`config.mk`:
```
export PLATFORM = sky130hd
export DESIGN_NAME = dual_issue_pair
export DESIGN_NICKNAME = d
export VERILOG_FILES = /design/src/rtl/dip_pkg.sv /design/src/rtl/dip_class.sv /design/src/rtl/dip_scoreboard.sv /design/src/rtl/dip_pair_decide.sv /design/src/rtl/dual_issue_pair.sv
export SDC_FILE = /design/constraint.sdc
export NUM_CORES = 1
export LEC_CHECK = 0
export ABC_AREA = 0
export ABC_CLOCK_PERIOD_IN_PS = 3600
export BUFFER_PORTS_ARGS = -buffer_cell sky130_fd_sc_hd__clkbuf_2
export CORE_ASPECT_RATIO = 1.1
export CORE_UTILIZATION = 29
export DETAILED_ROUTE_END_ITERATION = 8
export PLACE_DENSITY = 0.45
export SYNTH_ARGS = -nofsm -noshare
export SYNTH_HDL_FRONTEND = slang
export SYNTH_SLANG_ARGS = --single-unit
export TNS_END_PERCENT = 20
```
`constraint.sdc`:
```
create_clock -name clk -period 3.6 [get_ports clk]
set_clock_uncertainty 0.05 [all_clocks]
set_input_delay 0.18 -clock clk [delete_from_list [all_inputs] [get_ports clk]]
set_output_delay 0.18 -clock clk [all_outputs]
set_load 0.01 [all_outputs]
```
`src/rtl/dip_pkg.sv`:
```
package dip_pkg;
  localparam int OPC_W = 4;
  localparam int LAT_W = 3;

  typedef enum logic {
    PIPE_EVEN = 1'b0,
    PIPE_ODD  = 1'b1
  } pipe_e;

  // class table: top opcode bit picks the pipe, low two bits add latency
  function automatic pipe_e pipe_of(input logic [OPC_W-1:0] opc);
    return pipe_e'(opc[OPC_W-1]);
  endfunction

  function automatic logic [LAT_W-1:0] lat_of(input logic [OPC_W-1:0] opc);
    return LAT_W'(2) + LAT_W'(opc[1:0]);
  endfunction
endpackage

```
`src/rtl/dip_class.sv`:
```
module dip_class
  import dip_pkg::*;
(
  input  logic [OPC_W-1:0] opc_i,
  output pipe_e            pipe_o,
  output logic [LAT_W-1:0] lat_o
);
  assign pipe_o = pipe_of(opc_i);
  assign lat_o  = lat_of(opc_i);
endmodule

```
`src/rtl/dip_scoreboard.sv`:
```
module dip_scoreboard
  import dip_pkg::*;
#(
  parameter int NREG = 32,
  parameter int NQ   = 8,
  localparam int RW  = $clog2(NREG)
) (
  input  logic              clk,
  input  logic              rst,
  input  logic [NQ*RW-1:0]  q_reg_i,
  output logic [NQ-1:0]     q_busy_o,
  input  logic [1:0]        set_en_i,
  input  logic [2*RW-1:0]   set_reg_i,
  input  logic [2*LAT_W-1:0] set_lat_i
);
  logic [LAT_W-1:0] cnt_q [NREG];

  logic [RW-1:0]    set_r0, set_r1;
  logic [LAT_W-1:0] set_l0, set_l1;
  assign set_r0 = set_reg_i[RW-1:0];
  assign set_r1 = set_reg_i[2*RW-1:RW];
  assign set_l0 = set_lat_i[LAT_W-1:0];
  assign set_l1 = set_lat_i[2*LAT_W-1:LAT_W];

  for (genvar r = 0; r < NREG; r++) begin : g_cnt
    always_ff @(posedge clk) begin
      if (rst) begin
        cnt_q[r] <= '0;
      end else if (set_en_i[0] && set_r0 == RW'(r)) begin
        cnt_q[r] <= set_l0;
      end else if (set_en_i[1] && set_r1 == RW'(r)) begin
        cnt_q[r] <= set_l1;
      end else if (cnt_q[r] != '0) begin
        cnt_q[r] <= cnt_q[r] - LAT_W'(1);
      end
    end
  end

  for (genvar q = 0; q < NQ; q++) begin : g_query
    assign q_busy_o[q] = (cnt_q[q_reg_i[q*RW +: RW]] != '0);
  end

  // a register is only claimed once its previous producer has drained
  p_claim_idle_r7: assert property (@(posedge clk) disable iff (rst)
    set_en_i[0] |-> cnt_q[set_r0] == '0);
  p_claim_idle_b_r7: assert property (@(posedge clk) disable iff (rst)
    set_en_i[1] |-> cnt_q[set_r1] == '0);
  // a pair never claims the same register twice
  p_pair_distinct_r5: assert property (@(posedge clk) disable iff (rst)
    (set_en_i[0] && set_en_i[1]) |-> set_r0 != set_r1);
  // scoreboard empty right after reset
  p_clear_r1: assert property (@(posedge clk)
    rst |=> cnt_q[0] == '0);
endmodule

```
`src/rtl/dip_pair_decide.sv`:
```
module dip_pair_decide
  import dip_pkg::*;
#(
  parameter int AW = 12,
  parameter int RW = 5
) (
  input  logic          hold_i,
  input  logic          a_vld_i,
  input  logic [AW-1:0] a_addr_i,
  input  pipe_e         a_pipe_i,
  input  logic [RW-1:0] a_dst_i,
  input  logic [2:0]    a_sen_i,
  input  logic [2:0]    a_src_busy_i,
  input  logic          a_dst_busy_i,
  input  logic          b_vld_i,
  input  logic [AW-1:0] b_addr_i,
  input  pipe_e         b_pipe_i,
  input  logic [RW-1:0] b_dst_i,
  input  logic [3*RW-1:0] b_src_i,
  input  logic [2:0]    b_sen_i,
  input  logic [2:0]    b_src_busy_i,
  input  logic          b_dst_busy_i,
  output logic          issue_a_o,
  output logic          issue_b_o,
  output logic [1:0]    adv_o
);
  logic [2:0] raw;
  for (genvar k = 0; k < 3; k++) begin : g_raw
    assign raw[k] = b_sen_i[k] && (b_src_i[k*RW +: RW] == a_dst_i);
  end

  logic a_blocked, b_blocked, slot_ok, indep;

  always_comb begin
    a_blocked = (|(a_src_busy_i & a_sen_i)) || a_dst_busy_i;
    b_blocked = (|(b_src_busy_i & b_sen_i)) || b_dst_busy_i;
    slot_ok   = !a_addr_i[0] && (a_pipe_i == PIPE_EVEN) &&
                 b_addr_i[0] && (b_pipe_i == PIPE_ODD);
    indep     = !(|raw) && (b_dst_i != a_dst_i);
    issue_a_o = !hold_i && a_vld_i && !a_blocked;
    issue_b_o = issue_a_o && b_vld_i && slot_ok && indep && !b_blocked;
    adv_o     = {issue_b_o, issue_a_o & ~issue_b_o};
  end
endmodule

```
`src/rtl/dual_issue_pair.sv`:
```
module dual_issue_pair
  import dip_pkg::*;
#(
  parameter int AW   = 12,
  parameter int NREG = 32,
  localparam int RW  = $clog2(NREG)
) (
  input  logic              clk,
  input  logic              rst,
  input  logic              stall_i,
  input  logic              a_vld_i,
  input  logic [AW-1:0]     a_addr_i,
  input  logic [OPC_W-1:0]  a_opc_i,
  input  logic [RW-1:0]     a_dst_i,
  input  logic [3*RW-1:0]   a_src_i,
  input  logic [2:0]        a_sen_i,
  input  logic              b_vld_i,
  input  logic [AW-1:0]     b_addr_i,
  input  logic [OPC_W-1:0]  b_opc_i,
  input  logic [RW-1:0]     b_dst_i,
  input  logic [3*RW-1:0]   b_src_i,
  input  logic [2:0]        b_sen_i,
  output logic [1:0]        adv_o,
  output logic              ev_vld_o,
  output logic [OPC_W-1:0]  ev_opc_o,
  output logic [RW-1:0]     ev_dst_o,
  output logic [AW-1:0]     ev_addr_o,
  output logic              od_vld_o,
  output logic [OPC_W-1:0]  od_opc_o,
  output logic [RW-1:0]     od_dst_o,
  output logic [AW-1:0]     od_addr_o
);
  localparam int NSLOT = 2;
  localparam int NQ    = NSLOT * 4;

  logic [OPC_W-1:0] slot_opc [NSLOT];
  pipe_e            slot_pipe [NSLOT];
  logic [LAT_W-1:0] slot_lat [NSLOT];
  assign slot_opc[0] = a_opc_i;
  assign slot_opc[1] = b_opc_i;

  for (genvar s = 0; s < NSLOT; s++) begin : g_cls
    dip_class i_cls (
      .opc_i (slot_opc[s]),
      .pipe_o(slot_pipe[s]),
      .lat_o (slot_lat[s])
    );
  end

  // query order: A src0..2, A dst, B src0..2, B dst
  logic [NQ*RW-1:0] q_reg;
  logic [NQ-1:0]    q_busy;
  assign q_reg = {b_dst_i, b_src_i, a_dst_i, a_src_i};

  logic       issue_a, issue_b;
  logic [1:0] adv;

  dip_scoreboard #(.NREG(NREG), .NQ(NQ)) i_sb (
    .clk      (clk),
    .rst      (rst),
    .q_reg_i  (q_reg),
    .q_busy_o (q_busy),
    .set_en_i ({issue_b, issue_a}),
    .set_reg_i({b_dst_i, a_dst_i}),
    .set_lat_i({slot_lat[1], slot_lat[0]})
  );

  dip_pair_decide #(.AW(AW), .RW(RW)) i_dec (
    .hold_i      (stall_i | rst),
    .a_vld_i     (a_vld_i),
    .a_addr_i    (a_addr_i),
    .a_pipe_i    (slot_pipe[0]),
    .a_dst_i     (a_dst_i),
    .a_sen_i     (a_sen_i),
    .a_src_busy_i(q_busy[2:0]),
    .a_dst_busy_i(q_busy[3]),
    .b_vld_i     (b_vld_i),
    .b_addr_i    (b_addr_i),
    .b_pipe_i    (slot_pipe[1]),
    .b_dst_i     (b_dst_i),
    .b_src_i     (b_src_i),
    .b_sen_i     (b_sen_i),
    .b_src_busy_i(q_busy[6:4]),
    .b_dst_busy_i(q_busy[7]),
    .issue_a_o   (issue_a),
    .issue_b_o   (issue_b),
    .adv_o       (adv)
  );

  assign adv_o = adv;

  always_ff @(posedge clk) begin
    if (rst) begin
      ev_vld_o  <= 1'b0;
      ev_opc_o  <= '0;
      ev_dst_o  <= '0;
      ev_addr_o <= '0;
      od_vld_o  <= 1'b0;
      od_opc_o  <= '0;
      od_dst_o  <= '0;
      od_addr_o <= '0;
    end else if (!stall_i) begin
      ev_vld_o <= 1'b0;
      od_vld_o <= 1'b0;
      if (issue_b) begin
        ev_vld_o  <= 1'b1;
        ev_opc_o  <= a_opc_i;
        ev_dst_o  <= a_dst_i;
        ev_addr_o <= a_addr_i;
        od_vld_o  <= 1'b1;
        od_opc_o  <= b_opc_i;
        od_dst_o  <= b_dst_i;
        od_addr_o <= b_addr_i;
      end else if (issue_a) begin
        if (slot_pipe[0] == PIPE_ODD) begin
          od_vld_o  <= 1'b1;
          od_opc_o  <= a_opc_i;
          od_dst_o  <= a_dst_i;
          od_addr_o <= a_addr_i;
        end else begin
          ev_vld_o  <= 1'b1;
          ev_opc_o  <= a_opc_i;
          ev_dst_o  <= a_dst_i;
          ev_addr_o <= a_addr_i;
        end
      end
    end
  end

  p_reset_idle_r1: assert property (@(posedge clk)
    rst |=> (!ev_vld_o && !od_vld_o));
  p_pair_parity_r3: assert property (@(posedge clk) disable iff (rst)
    (ev_vld_o && od_vld_o) |-> (!ev_addr_o[0] && od_addr_o[0]));
  p_stall_noadv_r8: assert property (@(posedge clk) disable iff (rst)
    stall_i |-> adv_o == 2'd0);
  p_stall_hold_r8: assert property (@(posedge clk) disable iff (rst)
    stall_i |=> ($stable(ev_vld_o) && $stable(od_vld_o) &&
                 $stable(ev_addr_o) && $stable(od_addr_o)));
  p_adv_pair_r2: assert property (@(posedge clk) disable iff (rst)
    (!stall_i && adv_o == 2'd2) |=> (ev_vld_o && od_vld_o));
  p_even_class_r9: assert property (@(posedge clk) disable iff (rst)
    ev_vld_o |-> !ev_opc_o[OPC_W-1]);
  p_odd_class_r9: assert property (@(posedge clk) disable iff (rst)
    od_vld_o |-> od_opc_o[OPC_W-1]);
  p_adv_range_r10: assert property (@(posedge clk) disable iff (rst)
    !a_vld_i |-> adv_o == 2'd0);
endmodule

```
* Yosys cells after proc, flatten, opt, wreduce, memory -nomap -nowiden *
Memory sizes are Yosys's and may differ from the RTL's.
Index checks and enable logic that the tools add are counted.

storage, ports and cells
  register bits = 44
  bits in latches = 0
  bits in writable memories = 96
  bits in read-only memories = 0
  output and inout bits = 46
  memories = 1

operators by class
  add/subtract/negate cells = 34
  $mul = 0
  divide/modulo/power cells = 0
  order comparisons = 0
  equal/unequal tests = 67
  shift operators = 0
  muxes and demuxes = 506
  bitwise gates (word level) = 103
  reductions and logical operators = 133

memory list
  name        depth  width  rd ports  clocked after Yosys merged registers in  wr ports  RTL line              RTL
  i_sb.cnt_q  32     3      40        0                                        32        dip_scoreboard.sv:16  logic [LAT_W-1:0] cnt_q [NREG];

operators with widths
  cell                                                                 count
  1-bit 2-to-1 mux                                                     392
  3-bit 2-to-1 mux                                                     96
  5-bit == test (second input constant)                                32
  3-bit nonzero test                                                   40
  1-bit OR                                                             97
  3-bit by 1-bit subtractor with 3-bit output (second input constant)  32
  5-bit by 4-bit == test with 1-bit output (second input constant)     16
  1-bit logical AND                                                    77
  12-bit 2-to-1 mux                                                    6
  5-bit by 3-bit == test with 1-bit output (second input constant)     8
  5-bit 2-to-1 mux                                                     6
  4-bit 2-to-1 mux                                                     6
  5-bit by 2-bit == test with 1-bit output (second input constant)     4
  5-bit == test                                                        3
  5-bit by 1-bit == test with 1-bit output (second input constant)     2
  5-bit zero test                                                      2
  3-bit OR reduction                                                   3
  2-bit by 2-bit adder with 3-bit output (first input constant)        2
  3-bit bitwise AND                                                    2
  3-bit AND reduction                                                  2
  1-bit zero test                                                      5
  5-bit inequality test                                                1
  2-bit nonzero test                                                   2
  1-bit NOT                                                            3
  3 further kinds                                                      4

* Depth between registers and ports, before layout *
Gate-level depths: netlist (run 1).
An unclocked memory read counts as a cell.

  depth in word-level cells = 18
  gate-level depth with buffers = 16
  depth with buffers taken out = 10

* By module *
From an unflattened synthesis (run 1), not the netlist that was laid out.

second synthesis, totals
  cells, all modules = 1,403
  area, all modules = 12,573.3 µm²

modules (own cells, without submodules)
  module           instances  cells each  area an instance (µm²)  sequential area each (µm²)
  dip_scoreboard   1          1,131       10,045.9                2,882.8
  dual_issue_pair  1          222         2,140.8                 880.8
  dip_pair_decide  1          42          334.1                   0.0
  dip_class        2          4           26.3                    0.0

* Least setup slack after synthesis (run 1) *
Ideal clock, no wire load.

  path kind = register to register
  start = mem i_sb.cnt_q[16][1]
  end = mem i_sb.cnt_q[21][0], enable pin
  arrival time = 2.877 ns
  required time = 3.195 ns
  path slack = 0.317 ns
  stages on the path, launching flop included = 13
  period minus slack after synthesis = 3.283 ns
  path through = edfxtp_1 > clkbuf_1 > mux4_2 > mux2_2 > or3_1 > a22oi_1 > and4_1 > buf_4 > nand2_2 > buf_6 > buf_6 > buf_4 > o31ai_1

RTL lines
  item                RTL line
  start: declaration  dip_scoreboard.sv:16

==> results_tabular.tex, run 1 <==
\begin{tabular}{lr}
\hline
Metric & Value \\
\hline
\multicolumn{2}{l}{\textbf{Setup path}} \\
Type of the worst setup path & reg2reg \\
Buffers and inverters on the worst path & 2 \\
Cell breakdown of the critical path & buf\_4, mux4\_2, mux2\_2, or3\_4, a22oi\_1, and4\_4, buf\_4, nand4\_1, nor2b\_1, a211o\_1 \\
Slowest-stage cell, CP & edfxtp\_1 \\
Register-to-register setup slack & -10 ps \\
Most repeated library cell on the critical path & buf\_4 \\
Largest incremental delay on the critical path & about 530 ps \\
Critical path fanouts, max & 6 \\
WP data required & 3770 ps \\
Arrival time of the worst setup path & 3780 ps \\
Largest delay contributor family on the critical path & simple AND/OR/NAND/NOR gates \\
Type of origin of the critical path & flip-flop \\
Type of element capturing the critical path & flip-flop \\
\multicolumn{2}{l}{\textbf{Clock network}} \\
Clk sinks & 140 \\
Worst-path clk slew & roughly 80 ps \\
Latest clock arrival within the worst-skew pair & $\sim$470 ps \\
CTS tree & built \\
CTS H-tree depth & 4 \\
Bufs on Longest Clock Path & 2 \\
Number of clock buffers inserted by TritonCTS & 17 \\
Clk Tree Root Cell & clkbuf\_16 \\
\multicolumn{2}{l}{\textbf{Synthesis}} \\
Mean instance size in the synthesized netlist & 8.50 sq um \\
Number of flip-flops and latches in the synthesized netlist & between 100 and 150 \\
Synth warnings & 0 \\
Cell area after synthesis & between 10,000 and 15,000 sq um \\
Mapped Cells & roughly 1,500 \\
Number of flops mapped to enable cells by yosys & 96 \\
Async S/R FF share, synth & 0 \\
Xor/xnor share of the synthesized area & 0.0134 \\
Net count of the mapped netlist & about 1,700 \\
Synth Area in Compound Gates & 0.231 \\
Dominant combinational cell family by area after synthesis & compound AO/OA/AOI/OAI gates \\
Post-synthesis share of cell area spent on and, or, nand and nor gates & 0.205 \\
Multiplexer fraction of the synthesized cell area & 0.114 \\
Number of library cell types mapped by synthesis & between 80 and 90 \\
Primary flip-flop cell chosen by synthesis mapping & edfxtp\_1 \\
Post-Synth Adder-Cell Area & 0.0614 \\
Post-synthesis sequential area ratio & 0.289 \\
\multicolumn{2}{l}{\textbf{Routing}} \\
Detail-routed via count per cell & 6.05 \\
Via count & 14,810 \\
Amount of wire on met3 after detailed routing & between 5000 and 6000 microns \\
Routed length on met1 & approximately 28,000 microns \\
Average wire length per cell after detail routing & roughly 28 microns \\
Number of DRC violations after detailed routing & 0 \\
Antenna-violating nets left & 0 \\
Starting DRC count in detailed routing & $\sim$1,700 \\
Detailed-route wire length & 68,200 microns \\
Uppermost layer routed & met5 \\
Detailed Routing Iterations Pass 1 & 8 \\
Routed length on met2 & 30,800 microns \\
\multicolumn{2}{l}{\textbf{STA}} \\
Number of setup violations in the final report & 1 \\
Slew at the pin with the worst max-slew slack & approximately 1100 ps \\
TNS Setup & -10.3 ps \\
Achievable clock frequency & about 280 MHz \\
Hold Slack & roughly 0.35 ps \\
Slew headroom & 0.282 \\
Final min period & 3610 ps \\
Slew Limit Fails & 0 \\
Hold violation count in the final report & 0 \\
Share of the cycle needed by the critical path after routing & 1.00 \\
RSZ-0062 raised after global routing & true \\
Final worst-path setup slack & -10.3 ps \\
\multicolumn{2}{l}{\textbf{Die}} \\
Number of ports placed on the die boundary & approximately 130 \\
DIE AREA & 45,800 sq um \\
Number of core rows & 81 \\
Die boundary width & approximately 200 microns \\
Floorplan core area & approximately 44,000 sq um \\
Effective utilization at floorplan & 0.294 \\
Vertical extent of the die & $\sim$220 microns \\
\multicolumn{2}{l}{\textbf{Power and ir drop}} \\
Worst IR Drop VDD & $\sim$0.32 mV \\
Static Leak & just under 7 nW \\
P per Cell Area & 639 nW/um\^{}2 \\
\multicolumn{2}{l}{\textbf{Global routing}} \\
Global routing usage summed across all routing layers & 0.296 \\
Congestion Overflow GR & 0 \\
Maximum number of pins on one net before global-route repair & between 50 and 60 \\
Antenna violations before repair & 1 \\
Vias in the first global route & between 10,000 and 15,000 \\
Global-route wire length before repair & between 90,000 and 100,000 microns \\
\multicolumn{2}{l}{\textbf{Hold path}} \\
Class of the most critical hold timing path & in2reg \\
\multicolumn{2}{l}{\textbf{Final layout}} \\
Ratio of cells with drive above 1 in the final layout & 0.292 \\
Final non-filler cell total & $\sim$2,400 \\
Area delta synth->final & 31.1\% \\
Fin util & 0.385 \\
Final layout net count & around 2,000 \\
\multicolumn{2}{l}{\textbf{Run status}} \\
Violations in the final reports & setup timing \\
Result of the run & complete, but fails checks \\
\multicolumn{2}{l}{\textbf{Placed design}} \\
Gp weighted congestion & between 0.9 and 1 \\
Detailed Place HPWL & about 53,000 microns \\
Count of placed standard cells including taps & 2,374 \\
Quantity of I/O buffers inserted on ports & approximately 130 \\
Worst setup slack after placement & -70.0 ps \\
\multicolumn{2}{l}{\textbf{Run}} \\
Number of maximum-capacitance violations & 0 \\
\hline
\end{tabular}
worst paths after layout:
path / from / to / cells past startpoint
max: i_sb.cnt_q[16][1] / i_sb.cnt_q[13][2] / 10
min: b_addr_i[11] / od_addr_o[11] / 3
min reg2reg: od_addr_o[11] / od_addr_o[11] / 2
max reg2reg: i_sb.cnt_q[16][1] / i_sb.cnt_q[13][2] / 10
power breakdown:
part	internal (mW)	switching [mW]	leakage [nW]
combinational	2.68	3.22	5.19
sequential	2.45	0.677	1.42
clock	1.03	0.877	0.307
layout by cell type, fill, tap and decap left out, types with 7 or more instances in the layout:
cell type,n
a2111oi_0,20
a211o_1,20
a211oi_1,15
a21oi_1,51
a221o_1,8
a22oi_1,11
a311oi_1,7
a31oi_1,33
a32oi_1,35
and2_1,11
and3_1,11
buf_12,9
buf_4,271
clkbuf_16,19
clkbuf_2,126
dfxtp_1,44
dlygate4sd3_1,18
edfxtp_1,96
ha_1,64
inv_1,138
mux2i_1,81
mux4_2,27
nand2_1,84
nand2b_1,28
nand3_1,37
nand4_1,23
nor2_1,121
nor2b_1,20
nor3_1,81
nor3_2,15
nor3b_1,7
nor4_1,22
o2111ai_1,11
o211ai_1,23
o21ai_0,57
o21ai_1,8
o221ai_1,26
or3_1,12
xor2_1,15
cell families (layout without fill, tap and decap cells):
| group | Yosys count | count (layout) |
|---|---|---|
| buffers and inverters | 269 | 602 |
| xor gates and xnor gates | 20 | 20 |
| other | 0 | 1 |
| AOI/OAI and AO/OA | 407 | 407 |
| adders and majority gates | 64 | 64 |
| muxes | 114 | 114 |
| DFF | 140 | 140 |
| and+or+nand+nor | 520 | 520 |
through the flow:
| stage | area, sq um | power, mW |
|---|---|---|
| 2_1_floorplan | 13000 | 5.91 |
| 3_3_place_gp | 15900 | 8.45 |
| 3_5_place_dp | 15900 | 8.50 |
| 4_1_cts | 16800 | 10.6 |
| 5_1_grt | 17100 | 11.5 |
| 6_report | 17100 | 10.9 |
worst register-to-register path: stages, from the launching register on:
cell and delay (ps):
edfxtp_1 530, buf_4 210, mux4_2 440, mux2_2 280, or3_4 410, a22oi_1 160, and4_4 300, buf_4 180
nand4_1 300, nor2b_1 250, a211o_1 280
timing repair:
action / CTS / global route
gates resized for setup: 12 / 41
setup buffers: 13 / 12
gates cloned: 0 / 0
endpoints found under the setup margin: 67 / 161
hold buffers: 18 / 0
endpoints found under the hold margin: 27 / 0
pin swaps: 1 / 10
synth_stat cells, types with 8 or more instances:
cell       instances  share of area
edfxtp_1          96           0.22
buf_4             15         0.0086
o21ai_0           59          0.023
clkbuf_1          72          0.021
a211oi_1          17         0.0098
a32oi_1           37          0.025
a2111oi_0         22          0.015
mux2i_1           81          0.062
nand3_1           39          0.015
o2111ai_1         11         0.0074
a221o_1            8         0.0061
a21oi_1           52          0.020
o221ai_1          26          0.017
mux4_2            27          0.047
or3_1             14         0.0067
nor2b_1           20         0.0096
and2_1            12         0.0058
dfxtp_1           44          0.068
buf_1              9         0.0026
a211o_1           20          0.013
nand2_1           86          0.025
buf_2             30          0.012
nand4_1           23          0.011
o211ai_1          23          0.013
nor3_1            91          0.035
and3_1            11         0.0053
inv_1            138          0.040
xor2_1            15          0.010
nor4_1            28          0.013
a31oi_1           35          0.017
nor2_1           124          0.036
a22oi_1           11         0.0063
ha_1              64          0.061
nand2b_1          28          0.013
per-layer routing:
layer / track usage / vias to the layer above
li1: - / 6526
met1: 0.382 / 7207
met2: 0.467 / 876
met3: 0.0504 / 199
met4: 0.164 / 2
met5: 0 / -
final cells by class:
type / instances / area (sq um)
Antenna cell: 1 / 2.50
Clock buffer: 20 / 489
Clock inverter: 12 / 128
Fill cell: 4653 / 27300
Inverter: 140 / 526
Multi-Input combinational cell: 1125 / 8360
Sequential cell: 140 / 3760
Tap cell: 581 / 727
Timing Repair Buffer: 430 / 3090
state kept, by name, summed over array words and instances, names as in the netlist:
register / cells
ev_vld_o: 1
od_opc_o: 4
ev_dst_o: 5
od_dst_o: 5
od_vld_o: 1
od_addr_o: 12
ev_addr_o: 12
i_sb.cnt_q: 96
ev_opc_o: 4
Power figures use the tool's default switching activity.
==> run 2, diff against run 1 <==
--- a/config.mk
+++ b/config.mk
@@ -10,7 +10,7 @@
 export BUFFER_PORTS_ARGS = -buffer_cell sky130_fd_sc_hd__clkbuf_2
 export CORE_ASPECT_RATIO = 1.1
-export CORE_UTILIZATION = 29
+export CORE_UTILIZATION = 55
 export DETAILED_ROUTE_END_ITERATION = 8
-export PLACE_DENSITY = 0.45
+export PLACE_DENSITY = 0.75
 export SYNTH_ARGS = -nofsm -noshare
 export SYNTH_HDL_FRONTEND = slang
==> constraint.sdc (replaced) <==
create_clock -name clk -period 3.6 [get_ports clk]
set_clock_uncertainty 0.05 [all_clocks]
set_input_delay 0 -clock clk [delete_from_list [all_inputs] [get_ports clk]]
set_output_delay 0 -clock clk [all_outputs]
set_load 0.01 [all_outputs]
==> run 2 against run 1 <==
  * The run now ends clean
  * Critical path depth is the same
  * Cell count decreased by 14%
  * Sequential power decreased by 3%
  * First-iteration DRC count grew 49%
  * Critical endpoint is now i_sb.cnt_q[12][2]
  * Highest routed layer is now met4
==> results_tabular.tex, run 2 (synthesis gave the netlist of run 1 again) <==
\begin{tabular}{lr}
\hline
Metric & Value \\
\hline
\multicolumn{2}{l}{\textbf{Final layout}} \\
Ratio of cells with drive above 1 in the final layout & 0.247 \\
Final non-filler cell total & around 2,100 \\
Filler Cells Inserted & roughly 1,800 \\
Register cell area after layout & approximately 3800 sq um \\
Largest Register & i\_sb.cnt\_q \\
Largest register FFs & 96 \\
Area used by multi-input combinational logic & 8270 sq um \\
Most common library cell in the layout ignoring fill and taps & buf\_4 \\
Largest registers & i\_sb.cnt\_q x96, ev\_addr\_o x12, od\_addr\_o x12 \\
Top library cells by usage in the layout, fill and taps aside & buf\_4, inv\_1, clkbuf\_2 \\
Final layout net count & 1,928 \\
Area delta synth->final & 24.2\% \\
\multicolumn{2}{l}{\textbf{Power and ir drop}} \\
Total power draw & around 11 mW \\
Portion of total power attributed to the clock network & 0.191 \\
Share of power burned in registers & 0.282 \\
P per Cell Area & 666 nW/um\^{}2 \\
P\_sw & between 4 and 5 mW \\
Worst IR Drop VDD & 0.459 mV \\
Net switching share of the total power & 0.421 \\
Static Leak & around 6.6 nW \\
Combinational share of power & 0.527 \\
Internal power contribution & between 6 and 7 mW \\
\multicolumn{2}{l}{\textbf{Routing}} \\
Detail-routed via count per cell & 7.36 \\
Routed length on met1 & $\sim$21,000 microns \\
Detailed-route wire length & between 60,000 and 70,000 microns \\
Starting DRC count in detailed routing & between 2,000 and 2,500 \\
Antenna-violating nets left & 0 \\
Routed length on met2 & approximately 26,000 microns \\
Average wire length per cell after detail routing & $\sim$30 microns \\
Detailed Routing Iterations Pass 1 & 7 \\
Amount of wire on met3 after detailed routing & around 10,000 microns \\
Uppermost layer routed & met4 \\
Number of DRC violations after detailed routing & 0 \\
Via count & 15,409 \\
\multicolumn{2}{l}{\textbf{Setup path}} \\
Slowest-stage cell, CP & edfxtp\_1 \\
WP data required & around 3700 ps \\
Critical path fanouts, max & 13 \\
Buffers and inverters on the worst path & 2 \\
Number of gates on the worst path with buffers counted & 10 \\
Beginning of the worst register-to-register path & i\_sb.cnt\_q[22][1] \\
Origin of the worst setup path & i\_sb.cnt\_q[22][1] \\
Register-to-register setup slack & $\sim$94 ps \\
Arrival time of the worst setup path & roughly 3600 ps \\
Type of element capturing the critical path & flip-flop \\
Number of cell instances on the worst register-to-register path & 10 \\
Type of origin of the critical path & flip-flop \\
Worst reg2reg path endpoint & i\_sb.cnt\_q[12][2] \\
Cell breakdown of the critical path & nor2\_1, mux4\_2, o221ai\_1, a21oi\_2, and4\_2, buf\_12, and2\_1, buf\_4, a32oi\_1, mux2i\_1 \\
Largest delay contributor family on the critical path & compound AO/OA/AOI/OAI gates \\
Capturing element of the worst setup path & i\_sb.cnt\_q[12][2] \\
Type of the worst setup path & reg2reg \\
Largest incremental delay on the critical path & between 500 and 600 ps \\
\multicolumn{2}{l}{\textbf{STA}} \\
Slew at the pin with the worst max-slew slack & 1070 ps \\
Share of the cycle needed by the critical path after routing & 0.974 \\
Final min period & around 3500 ps \\
Slew Limit Fails & 0 \\
Final worst-path setup slack & about 94 ps \\
Number of setup violations in the final report & 0 \\
Hold Slack & $\sim$73 ps \\
Hold violation count in the final report & 0 \\
Achievable clock frequency & roughly 290 MHz \\
Slew headroom & 0.283 \\
TNS Setup & 0 ps \\
\multicolumn{2}{l}{\textbf{Clock network}} \\
Worst-path clk slew & roughly 70 ps \\
Bufs on Longest Clock Path & 2 \\
CTS H-tree depth & 4 \\
CTS tree & built \\
Clk Tree Root Cell & clkbuf\_16 \\
Clk sinks & 140 \\
Number of clock buffers inserted by TritonCTS & 17 \\
Latest clock arrival within the worst-skew pair & between 400 and 500 ps \\
\multicolumn{2}{l}{\textbf{Global routing}} \\
Global routing usage summed across all routing layers & 0.512 \\
Global-route wire length before repair & between 90,000 and 100,000 microns \\
Antenna violations before repair & 1 \\
Congestion Overflow GR & 0 \\
Maximum number of pins on one net before global-route repair & between 70 and 80 \\
Vias in the first global route & 14,880 \\
\multicolumn{2}{l}{\textbf{Die}} \\
Number of core rows & 58 \\
Effective utilization at floorplan & 0.565 \\
Number of ports placed on the die boundary & $\sim$130 \\
Vertical extent of the die & 163 microns \\
DIE AREA & between 20,000 and 25,000 sq um \\
Die boundary width & 149 microns \\
Floorplan core area & $\sim$23,000 sq um \\
\multicolumn{2}{l}{\textbf{Run status}} \\
Result of the run & finished, final reports clean \\
\multicolumn{2}{l}{\textbf{Hold path}} \\
Class of the most critical hold timing path & in2reg \\
\multicolumn{2}{l}{\textbf{Run}} \\
Number of maximum-capacitance violations & 0 \\
\multicolumn{2}{l}{\textbf{Placed design}} \\
Detailed Place HPWL & 44,700 microns \\
Count of placed standard cells including taps & slightly above 2,000 \\
Gp weighted congestion & 1.11 \\
Quantity of I/O buffers inserted on ports & $\sim$130 \\
Worst setup slack after placement & -154 ps \\
\hline
\end{tabular}
-- run 2: cell count changes in the layout (fill, tap and decap cells not counted), sizes merged --
cell / change
bufinv: +6
clkbuf: -1
inv: -7
clkinv: +2
dlygate4sd3: +10
buf: -83
-- run 2: worst register-to-register path, cell delays in order (launching register included) --
cell	delay, ps
edfxtp_1	590
nor2_1	130
mux4_2	470
o221ai_1	470
a21oi_2	210
and4_2	330
buf_12	170
and2_1	170
buf_4	190
a32oi_1	360
mux2i_1	120
-- run 2: per-stage QoR --
stage / area, sq um / utilization
3_5_place_dp: 15000 / 0.650
6_report: 16200 / 0.702
3_3_place_gp: 15000 / 0.650
2_1_floorplan: 13000 / -
5_1_grt: 16200 / 0.701
4_1_cts: 16000 / 0.692
-- run 2: power by group through the flow --
stage	logic (mW)	clock network [mW]	registers, mW
finish	5.68	2.06	3.04
global route	6.05	2.10	3.07
CTS	5.24	2.04	3.00
detailed placement	5.16	0	3.03
global placement	5.04	0	3.00
floorplan	3.06	0	2.85
-- run 2: how the worst min path moves through the flow --
| stage | startpoint | endpoint | slack [ps] | cells after the start |
|---|---|---|---|---|
| 2_1_floorplan | stall_i | od_vld_o | 90 | 2 |
| 3_3_place_gp | a_addr_i[9] | ev_addr_o[9] | 200 | 3 |
| 3_5_place_dp | a_addr_i[6] | ev_addr_o[6] | 210 | 3 |
| 4_1_cts | b_opc_i[1] | i_sb.cnt_q[16][2] | 50 | 3 |
| 5_1_grt | b_dst_i[2] | od_dst_o[2] | 90 | 4 |
| 6_report | b_opc_i[1] | i_sb.cnt_q[16][2] | 70 | 3 |
-- run 2: repair_timing --
action,4_1_cts,5_1_grt
setup buffers,0,11
endpoints found under the setup margin,34,193
hold buffers,28,0
resized for setup,3,30
pin swaps,0,5
endpoints found under the hold margin,31,0
-- run 2: routing by layer --
metal / up-vias / GRT usage
met1: 7069 / 0.573
li1: 6384 / -
met2: 1495 / 0.762
met3: 461 / 0.234
met5: - / 0
met4: 0 / 0.381
-- run 2: area by class of cell --
class	instances	share of cell area
antenna	1	0.000155
multi-input combinational	1125	0.511
tap	300	0.0232
sequential	140	0.232
inverter	140	0.0325
clock buffer	19	0.0267
clock inverter	13	0.0147
timing repair buffer	357	0.159
